===== src/rtl/issue_pkg.sv =====
package issue_pkg;

  localparam int CLS_W  = 5;
  localparam int TIME_W = 6;

  typedef enum logic [CLS_W-1:0] {
    CL_ALU     = 5'd0,
    CL_MUL     = 5'd1,
    CL_IDIV    = 5'd2,
    CL_SHIFT   = 5'd3,
    CL_BR      = 5'd4,
    CL_BRCOND  = 5'd5,
    CL_BRLINK  = 5'd6,
    CL_CACHE   = 5'd7,
    CL_FPU     = 5'd8,
    CL_FDIV    = 5'd9,
    CL_F2I     = 5'd10,
    CL_I2F     = 5'd11,
    CL_FSQRT   = 5'd12,
    CL_FCMP    = 5'd13,
    CL_SGET    = 5'd14,
    CL_SPUT    = 5'd15,
    CL_STORE   = 5'd16,
    CL_LOAD    = 5'd17
  } iclass_e;

  typedef struct packed {
    logic              writes;
    logic [TIME_W-1:0] lat;
    logic [TIME_W-1:0] occ;
  } class_info_t;

endpackage


===== src/rtl/class_timing_decode.sv =====
module class_timing_decode
  import issue_pkg::*;
(
  input  logic [CLS_W-1:0] cls_code,
  output class_info_t      info
);

  function automatic class_info_t mk(input logic w, input int l, input int o);
    class_info_t r;
    r.writes = w;
    r.lat    = TIME_W'(l);
    r.occ    = TIME_W'(o);
    return r;
  endfunction

  always_comb begin
    case (cls_code)
      CL_ALU, CL_MUL, CL_FCMP, CL_SGET: info = mk(1'b1, 2, 1);
      CL_SHIFT:                         info = mk(1'b1, 3, 1);
      CL_BRLINK, CL_LOAD:               info = mk(1'b1, 4, 1);
      CL_IDIV:                          info = mk(1'b1, 33, 31);
      CL_FPU, CL_I2F:                   info = mk(1'b1, 5, 2);
      CL_F2I:                           info = mk(1'b1, 6, 3);
      CL_FDIV:                          info = mk(1'b1, 29, 26);
      CL_FSQRT:                         info = mk(1'b1, 28, 25);
      CL_CACHE:                         info = mk(1'b0, 0, 2);
      default:                          info = mk(1'b0, 0, 1);
    endcase
  end

endmodule


===== src/rtl/reg_ready_table.sv =====
module reg_ready_table #(
  parameter int NREG   = 32,
  parameter int REG_W  = $clog2(NREG),
  parameter int TIME_W = 6
) (
  input  logic              clk,
  input  logic              rst,
  input  logic              wr_en,
  input  logic [REG_W-1:0]  wr_idx,
  input  logic [TIME_W-1:0] wr_hold,
  output logic [NREG-1:0]   busy
);

  generate
    for (genvar g = 0; g < NREG; g++) begin : g_reg
      if (g == 0) begin : g_zero
        assign busy[g] = 1'b0;
      end else begin : g_cnt
        logic [TIME_W-1:0] cnt;
        logic [TIME_W-1:0] dec;
        logic              hit;

        assign dec = (cnt == '0) ? '0 : cnt - 1'b1;
        assign hit = wr_en && (wr_idx == REG_W'(g));

        always_ff @(posedge clk) begin
          if (rst) begin
            cnt <= '0;
          end else if (hit && (wr_hold > dec)) begin
            cnt <= wr_hold;
          end else begin
            cnt <= dec;
          end
        end

        assign busy[g] = (cnt != '0);
      end
    end
  endgenerate

endmodule


===== src/rtl/stage_occupancy_timer.sv =====
module stage_occupancy_timer #(
  parameter int TIME_W = 6
) (
  input  logic              clk,
  input  logic              rst,
  input  logic              load_en,
  input  logic [TIME_W-1:0] load_val,
  output logic              busy
);

  logic [TIME_W-1:0] remain;

  always_ff @(posedge clk) begin
    if (rst) begin
      remain <= '0;
    end else if (load_en) begin
      remain <= load_val;
    end else if (remain != '0) begin
      remain <= remain - 1'b1;
    end
  end

  assign busy = (remain != '0);

endmodule


===== src/rtl/issue_interlock.sv =====
module issue_interlock
  import issue_pkg::*;
#(
  parameter int NREG  = 32,
  parameter int REG_W = $clog2(NREG)
) (
  input  logic             clk,
  input  logic             rst,
  input  logic             dec_valid,
  input  logic [4:0]       dec_class,
  input  logic [REG_W-1:0] dec_dst,
  input  logic [2:0]       dec_src_en,
  input  logic [REG_W-1:0] dec_src_a,
  input  logic [REG_W-1:0] dec_src_b,
  input  logic [REG_W-1:0] dec_src_c,
  output logic             stall,
  output logic             issue_fire
);

  class_info_t       info;
  logic [NREG-1:0]   reg_busy;
  logic              ma_busy;
  logic              data_hz;
  logic              hazard;
  logic              wr_en;
  logic [TIME_W-1:0] wr_hold;
  logic [TIME_W-1:0] occ_hold;

  class_timing_decode u_dec (
    .cls_code (dec_class),
    .info     (info)
  );

  assign data_hz = (dec_src_en[0] && reg_busy[dec_src_a])
                || (dec_src_en[1] && reg_busy[dec_src_b])
                || (dec_src_en[2] && reg_busy[dec_src_c]);
  assign hazard     = data_hz || ma_busy;
  assign stall      = dec_valid && hazard;
  assign issue_fire = dec_valid && !hazard;

  assign wr_en    = issue_fire && info.writes && (dec_dst != '0);
  assign wr_hold  = info.lat - TIME_W'(2);
  assign occ_hold = info.occ - TIME_W'(1);

  reg_ready_table #(
    .NREG   (NREG),
    .REG_W  (REG_W),
    .TIME_W (TIME_W)
  ) u_regs (
    .clk     (clk),
    .rst     (rst),
    .wr_en   (wr_en),
    .wr_idx  (dec_dst),
    .wr_hold (wr_hold),
    .busy    (reg_busy)
  );

  stage_occupancy_timer #(
    .TIME_W (TIME_W)
  ) u_ma (
    .clk      (clk),
    .rst      (rst),
    .load_en  (issue_fire),
    .load_val (occ_hold),
    .busy     (ma_busy)
  );

endmodule


===== config.mk =====
export PLATFORM = sky130hd
export DESIGN_NAME = issue_interlock
export DESIGN_NICKNAME = d
export VERILOG_FILES = /design/src/rtl/issue_pkg.sv /design/src/rtl/class_timing_decode.sv /design/src/rtl/reg_ready_table.sv /design/src/rtl/stage_occupancy_timer.sv /design/src/rtl/issue_interlock.sv
export SDC_FILE = /design/constraint.sdc
export NUM_CORES = 1
export LEC_CHECK = 0
export ABC_CLOCK_PERIOD_IN_PS = 16950
export BUFFER_PORTS_ARGS = -buffer_cell sky130_fd_sc_hd__buf_2
export CORE_ASPECT_RATIO = 0.75
export CORE_UTILIZATION = 25
export DETAILED_ROUTE_END_ITERATION = 8
export GPL_TIMING_DRIVEN = 0
export PLACE_DENSITY = 0.36
export SETUP_SLACK_MARGIN = 0.05
export SKIP_CTS_REPAIR_TIMING = 1
export SYNTH_ARGS = -nofsm -noshare
export SYNTH_HDL_FRONTEND = slang
export SYNTH_SLANG_ARGS = --single-unit

===== constraint.sdc =====
create_clock -name clk -period 16.95 [get_ports clk]
set_clock_uncertainty 0.05 [all_clocks]
set_input_delay 1.695 -clock clk [delete_from_list [all_inputs] [get_ports clk]]
set_output_delay 1.695 -clock clk [all_outputs]
set_load 0.01 [all_outputs]

# ---- Word level (Yosys, flattened, before mapping)
# Memories as Yosys holds them, arrays and structs flattened.
# Index checks and enable logic that the tools add are counted.
dict set report op_classes {
  muxes 70
  n_eq_ne 31
  magnitude_cmp 34
  n_addsub 34
  reduce_logical 138
}
# op n
set ops {}
lappend ops {{$mux 6} 64}
lappend ops {{$sub 6x1->6 const B} 33}
lappend ops {{$reduce_bool 6->1} 32}
lappend ops {{$gt 6x6->1} 31}
lappend ops {{$logic_not 6->1} 31}
lappend ops {{$eq 5x5->1 const B} 16}
lappend ops {{$logic_and 1x1->1} 69}
lappend ops {{$eq 5x4->1 const B} 8}
lappend ops {{$eq 5x3->1 const B} 4}
lappend ops {{$lt 5x6->1 const B} 3}
lappend ops {{$bmux 1 s5} 3}
lappend ops {{$eq 5x2->1 const B} 2}
lappend ops {{$sub 6x2->6 const B} 1}
lappend ops {{$eq 5x1->1 const B} 1}
lappend ops {{$reduce_bool 5->1} 1}
lappend ops {{$logic_or 1x1->1} 3}
lappend ops {{$mux 1} 3}
lappend ops {{$reduce_bool 2->1} 1}
lappend ops {{$logic_not 1->1} 1}
dict set report totals {
  elab_cells 340
  in_bits 31
  regBits 192
  memories 1
  mem_bits_ro 384
}
# name depth width read_ports rd_ports_with_merged_regs wr line_no
set memory_table {}
lappend memory_table {{(no name shown)} 32 12 1 0 0 class_timing_decode.sv:17} ;# case (cls_code)

# ---- Logic depth before layout (Yosys ltp)
# Gate-level depths: netlist of the first run.
dict set report logic_depth {
  depth_word 14
  mapped_depth 18
  depth_no_buf 17
}

# ---- Cells and area by module
# From an unflattened synthesis of the first run, not the netlist that was laid out.
dict set report unflattened {
  hier_cells 2041
  hier_area_um2 17729.5
}
# mod cells_per_inst n_inst seq_area_each_um2 area_per_inst_um2
set modules_own_cells {}
lappend modules_own_cells {reg_ready_table 1851 1 3723.6 15899.0}
lappend modules_own_cells {issue_interlock 102 1 0.0 1111.1}
lappend modules_own_cells {stage_occupancy_timer 46 1 120.1 384.1}
lappend modules_own_cells {class_timing_decode 42 1 0.0 335.3}

# ---- Worst setup path before layout of the first run
# Ideal clock, no wire load.
dict set report synth_timing {
  path_kind {input -> register}
  start {input port dec_class[2]}
  end {register u_regs.g_reg[10].g_cnt.cnt[1]}
  cell_stages 14
  required_time_ns 16.779
  setup_slack_ns 10.094
  path_buffers 1
  t_arrival_ns 6.685
  setup_ns 0.121
  path_cell_list {clkbuf_1 -> mux2_2 -> a21oi_1 -> nor2_1 -> inv_1 -> ha_1 -> ha_1 -> xor2_1 -> ha_1 -> nand4_1 -> nor2_1 -> or4_1 -> nor3_2 -> mux2_2}
}
dict set report synth_via {
  elab_chain_cells 6
  word_cells_on_any_way 8
  classes_between {add/sub: 1; order compare: 1; mux: 1; reduce/logical: 4; memory: 1}
}
# element line_no
set synth_rtl {}
lappend synth_rtl {{start, declared} issue_interlock.sv:10} ;# input logic [4:0] dec_class,
lappend synth_rtl {{$mem_v2 32x12 (*)} --}
lappend synth_rtl {{parallel branches: the longest is 4 deep, another holds $sub 6x2->6} --}
lappend synth_rtl {{$mux 6 (*)} reg_ready_table.sv:29} ;# end else if (hit && (wr_hold > dec)) begin
lappend synth_rtl {{end signal, assigned} reg_ready_table.sv:30} ;# cnt <= wr_hold;
lappend synth_rtl {{end, declared} reg_ready_table.sv:19} ;# logic [TIME_W-1:0] cnt;
# Mark *: on every way between the ends.
# A chain may end at the register's enable or synchronous reset.

# ---- Worst setup path in the final report of the first run
dict set report layout_timing {
  start {input port dec_src_c[1]}
  end {output port issue_fire}
}
dict set report layout_via {
  elab_chain_cells 7
}
# element line_no
set layout_rtl {}
lappend layout_rtl {{start, declared} issue_interlock.sv:15} ;# input logic [REG_W-1:0] dec_src_c,
lappend layout_rtl {{$bmux 1 s5} issue_interlock.sv:36} ;# || (dec_src_en[2] && reg_busy[dec_src_c]);
lappend layout_rtl {{$mux 1 (not written as such)} issue_interlock.sv:36}
lappend layout_rtl {{$logic_and 1x1->1} issue_interlock.sv:36}
lappend layout_rtl {{$logic_or 1x1->1} issue_interlock.sv:36}
lappend layout_rtl {{$logic_or 1x1->1} issue_interlock.sv:37} ;# assign hazard = data_hz || ma_busy;
lappend layout_rtl {{$logic_not 1->1} issue_interlock.sv:39} ;# assign issue_fire = dec_valid && !hazard;
lappend layout_rtl {{$logic_and 1x1->1} issue_interlock.sv:39}
lappend layout_rtl {{end, declared} issue_interlock.sv:17} ;# output logic issue_fire
# Every way passes these cells. The select of a mux whose other input is x is not followed.

==> out/results.tsv, run 1 <==
metric	value	unit
status	finished clean	
grt_max_degree	26	
rsz0062_at_grt	no	
final.min_clock_period	7.11	ns
place.port_buffers	27	
synth_top_area_share	0.234	
clock-sinks	192	
critPathMaxFanout	10	
final_area	0.0184	mm^2
synth_ff_type	dfxtp_1	
hold-worst-slack	0.403	ns
gp_congestion	0.852	
synth_area_per_cell	8.10	um^2
critical_path.startpoint	dec_src_c[1]	
cts_tree	built	
htree_levels	4	
grt_antenna_before_repair	11	
synth_cell_type_count	64	
first_pass_iters	5	
total_leakage_power	8.00	nW
final_cell_mix	363 x nor2_1, 225 x ha_1, 192 x dfxtp_1, 154 x mux2_2, 129 x a21oi_1	
p_total	3.80	mW
drcViolationCount	0	
start_kind	primary input	
io_pins	33	
grt_use_total	0.190	
drt_wl_total	63100	um
grt_pass1_wl	92800	um
hp-start	u_ma.remain[0]	
die_area	0.0666	mm^2
synthTopCellsByArea	dfxtp_1 23%, ha_1 17%, mux2_2 11%	
drt_iter0_drc	1069	
ys_async_sr_fraction	0	
drive_gt1_frac	0.138	
clock_latency	0.51	ns
syn_to_final_growth	12.4	%
cts_buffers	17	
synth_edf_count	0	
dp.cells	2924	
ys_warn_count	0	
grt_pass1_vias	14056	
crit_path_end_kind	output pin	
r2r-start	u_regs.g_reg[25].g_cnt.cnt[0]	
yosysSeqAreaShare	0.234	
num_vias	14842	
overflow	0	
dpl.hpwl	47100	um
cts-root-buf	clkbuf_16	
crit_arrival	5.36	ns
vdd_drop_max	0.0996	mV
dpl_cell_area	0.0178	mm^2
hp-class	flop to flop	
viasPerCell	5.02	
slew_viol_final	0	
setup_violations	0	
synth.cell_area	0.0164	mm^2
cp.required	15.20	ns
synth_area_leader_cell	dfxtp_1	
start_util	0.255	
cts_buffer_depth	2	
ys_seq_elements	192	
slew_headroom	0.130	
worst-setup-path-type	primary input to output pin	
die_y	224	um
power_density	206	mW/mm^2
wl_per_cell	21.3	um
setup-tns-final	0	ns
hold_viol	0	
cap_violations	0	
fp-row-count	80	
max_freq	141	MHz
drtAntennaViolNets	0	
synth_fp_nets	2281	
fin_crit_sh	0.419	
fin_nets	2338	
tightest_slew	1.30	ns
core	0.0643	mm^2
die_width	298	um
final_common_cell	nor2_1	
instances_no_fill	2956	
clk_pin_slew	0.07	ns
synthCells	2025	
[cells in the mapped netlist (16+ instances only)]
cell and count:
or3_1 47, a21oi_1 129, ha_1 225, clkbuf_1 52
nand2_1 93, nand3_1 36, mux2i_1 59, or2_2 21
mux2_2 154, nor3b_1 16, a2111oi_0 30, nor2_1 363
nor2b_1 70, dfxtp_1 192, xor2_1 35, nand2b_1 52
nand4_1 31, o21ai_0 45, nor3_1 92, inv_1 128
[power breakdown]
part	total, mW	internal [mW]	switching, mW
Clock	0.455	0.243	0.212
Sequential	0.788	0.624	0.163
Combinational	2.56	1.08	1.48
Total	3.80	1.95	1.85
[worst max-delay path: stages]
cell and delay [ns]:
buf_2 0.21, inv_1 0.14, clkbuf_1 0.37, o311ai_0 0.97
nand4b_1 0.18, a32o_1 0.44, a311o_1 0.46, nor2_1 0.62
buf_2 0.26
[flip-flops by register name, indices dropped and copies added (netlist names)]
name	cells
u_ma.remain	6
u_regs.g.g_cnt.cnt	186
[worst paths after layout]
kind,to,slack [ns],depth (start not counted)
setup reg to reg,u_ma.remain[4],11.68,15
hold / removal,u_ma.remain[0],0.40,1
setup / recovery,issue_fire,9.84,9
hold reg to reg,u_ma.remain[0],0.40,1
[area by class of cell]
type | count | area (um^2)
fillers | 6984 | 45800
multi-input cells | 1642 | 11900
flip-flops and latches | 192 | 3840
well taps | 861 | 1080
inverters | 128 | 480
clock buffers | 22 | 474
repair buffers | 38 | 308
plain buffers | 63 | 248
clock inverters | 9 | 133
diodes | 1 | 2.50
[per-layer routing]
metal  global-route usage  vias to the layer above  part of all wire
li1                     -                     7313                 -
met1                0.296                     7152              0.55
met2                0.265                      318              0.39
met3               0.0274                       55             0.045
met4               0.0477                        4             0.013
met5                    0                        -           0.00036
[stage by stage]
step / setup WS, ns / utilization
3_5_place_dp: 9.84 / 0.277
3_3_place_gp: 5.76 / 0.274
2_1_floorplan: 10.09 / -
4_1_cts: 9.84 / 0.287
6_report: 9.84 / 0.287
5_1_grt: 9.69 / 0.287
[cell families after synthesis]
kind of cell | Yosys count | synth area share
simple gates | 879 | 0.262
compound gates | 266 | 0.100
mux | 235 | 0.167
fa+ha+maj | 225 | 0.172
flops | 192 | 0.234
buf+inv | 191 | 0.0444
xor+xnor | 37 | 0.0198
(Power assumes the default switching activity.)
==> run 2, diff against run 1 <==
ABC_CLOCK_PERIOD_IN_PS = 5900   (was 16950)
PLACE_DENSITY = 0.37   (was 0.36)
clock period = 5.9 ns   (was 16.95 ns; I/O delays follow)
==> out/results.tsv, run 2 (same netlist as run 1, synthesis figures left out) <==
metric	value	unit	change
status	finished clean		unchanged
gp_congestion	0.869		was 0.852
fin_nets	2339		was 2,338
final.min_clock_period	5.45	ns	
grt_use_total	0.186		was 0.190
drtAntennaViolNets	0		unchanged
fp-row-count	80		unchanged
post-place-ws	-0.00615	ns	was 9.84 ns
cts-root-buf	clkbuf_16		unchanged
drive_gt1_frac	0.140		was 0.138
wl_per_cell	21.0	um	was 21.3 um
cp_slowest_cell	inv_2		was o311ai_0
hold-worst-slack	0.425	ns	was 0.403 ns
grt_busiest_layer	met1		unchanged
tightest_slew	1.39	ns	was 1.30 ns
htree_levels	4		unchanged
final_area	0.0185	mm^2	was 0.0184 mm^2
max_freq	183	MHz	
slew_headroom	0.0731		was 0.130
max_stage_delay	0.59	ns	was 0.97 ns
reg_top3	u_regs.g.g_cnt.cnt x186, u_ma.remain x6		unchanged
r2r-start	u_regs.g_reg[25].g_cnt.cnt[0]		unchanged
critical_path.startpoint	dec_class[0]		was dec_src_c[1]
use_met1	0.288		was 0.296
timing.final.ws_setup	0.446	ns	was 9.84 ns
met2_usage	0.259		was 0.265
start_util	0.255		unchanged
clock-sinks	192		unchanged
clk_pin_slew	0.09	ns	was 0.07 ns
critPathMaxFanout	20		was 10
dpl.hpwl	46800	um	was 47,100 um
cts_tree	built		unchanged
worst-setup-path-type	primary input to flop		was primary input to output pin
grt_pass1_wl	91400	um	was 92,800 um
instances_no_fill	2958		was 2,956
die_width	298	um	unchanged
syn_to_final_growth	12.6	%	was 12.4%
setup_violations	0		unchanged
registers.top_by_ff_count	u_regs.g.g_cnt.cnt		unchanged
dpl_cell_area	0.0179	mm^2	was 0.0178 mm^2
final_common_cell	nor2_1		unchanged
dp.cells	2925		was 2,924
cp_cell_sequence	buf_2 -> inv_1 -> ha_1 -> mux2_2 -> a21oi_1 -> nor2_1 -> inv_2 -> buf_12 -> ha_1 -> ha_1 -> inv_2 -> buf_16 -> ha_1 -> nand4_1 -> nor2_1 -> nor2_1 -> a2111oi_0 -> nand3_1 -> mux2_2		was buf_2 -> inv_1 -> clkbuf_1 -> o311ai_0 -> nand4b_1 -> a32o_1 -> a311o_1 -> nor2_1 -> buf_2
hold_viol	0		unchanged
rsz0062_at_grt	no		unchanged
viasPerCell	5.00		was 5.02
core	0.0643	mm^2	unchanged
cts_buffers	17		unchanged
cp.required	6.22	ns	was 15.20 ns
drt_wl_total	62100	um	was 63,100 um
die_area	0.0666	mm^2	unchanged
fin_util	0.287		about the same
overflow	0		unchanged
num-fill-cells	6980		was 6,984
largest_reg_flops	186		unchanged
drt_iter0_drc	988		was 1,069
vdd_drop_max	0.249	mV	was 0.0996 mV
cts_buffer_depth	2		unchanged
crit_top_cell	ha_1		was buf_2
r2r_setup_slack	0.69	ns	was 11.68 ns
grt_max_degree	21		was 26
hp-class	flop to flop		unchanged
first_pass_iters	7		was 5
r2r_end	u_ma.remain[4]		unchanged
io_pins	33		unchanged
r2r_cells	15		unchanged
crit_path_end_kind	flop		was output pin
grt_antenna_before_repair	9		was 11
use_met3	0.0385		was 0.0274
cap_violations	0		unchanged
power_density	591	mW/mm^2	was 206 mW/mm^2
place.port_buffers	27		unchanged
crit_arrival	5.78	ns	was 5.36 ns
final_cell_mix	363 x nor2_1, 225 x ha_1, 192 x dfxtp_1, 154 x mux2_2, 129 x a21oi_1		unchanged
die_y	224	um	unchanged
clock_latency	0.49	ns	was 0.51 ns
slew_viol_final	0		unchanged
num_vias	14793		was 14,842
fin_crit_sh	0.924		
drcViolationCount	0		unchanged
start_kind	primary input		unchanged
total_leakage_power	8.02	nW	was 8.00 nW
crit_path_end	u_regs.g_reg[23].g_cnt.cnt[2]		was issue_fire
grt_pass1_vias	14057		was 14,056
[run 2: changes by cell type in the layout (fill, tap and decap cells not counted)]
cell,before,now
inv_6,0,8
buf_16,1,4
clkbuf_8,3,0
buf_12,5,3
clkbuf_1,54,52
bufinv_16,3,2
clkinv_2,2,1
clkinvlp_4,2,1
inv_8,0,1
[run 2: cell type report]
cell class                      instances  area [um^2]  share of cell area
Multi-Input combinational cell       1642        11900               0.643
Sequential cell                       192         3840               0.208
Clock inverter                         15          171             0.00928
Buffer                                 63          248              0.0134
Antenna cell                            1         2.50            0.000136
Clock buffer                           17          425              0.0230
Inverter                              128          480              0.0260
Tap cell                              861         1080              0.0583
Timing Repair Buffer                   39          350              0.0190
[run 2: critical path: cells and delay by family]
kind / cells / cell delay [ns]
fa+ha+maj: 4 / 0.97
buf+inv: 6 / 1.76
compound gates: 2 / 0.65
mux: 2 / 0.56
simple gates: 5 / 1.20
[run 2: power breakdown]
group	internal, mW	total, mW	switching (mW)	leakage [nW]
registers	1.79	2.26	0.471	1.58
logic	3.11	7.37	4.26	6.15
clock network	0.640	1.28	0.636	0.292
total	5.55	10.9	5.36	8.02
[run 2: metrics by stage]
step	TNS, ns	total power, mW
after floorplan	0	7.56
final	0	10.9
after global placement	-763.98	9.38
after global routing	0	12.1
after CTS	0	10.9
after detailed placement	-0.0276	9.58
[run 2: worst min-delay path by stage]
stage | start | endpoint | slack (ns) | cells past startpoint
after floorplan | u_ma.remain[0] | u_ma.remain[0] | 0.37 | 1
after global placement | u_ma.remain[0] | u_ma.remain[0] | 0.39 | 1
after detailed placement | u_ma.remain[0] | u_ma.remain[0] | 0.40 | 1
after CTS | u_ma.remain[0] | u_ma.remain[0] | 0.42 | 1
after global routing | u_ma.remain[0] | u_ma.remain[0] | 0.46 | 1
final | u_ma.remain[0] | u_ma.remain[0] | 0.43 | 1
[run 2: routing by layer]
metal / vias up / wire length [um]
met5: - / 13
met4: 2 / 876
met3: 51 / 3310
met2: 332 / 24000
met1: 7098 / 34000
li1: 7310 / -
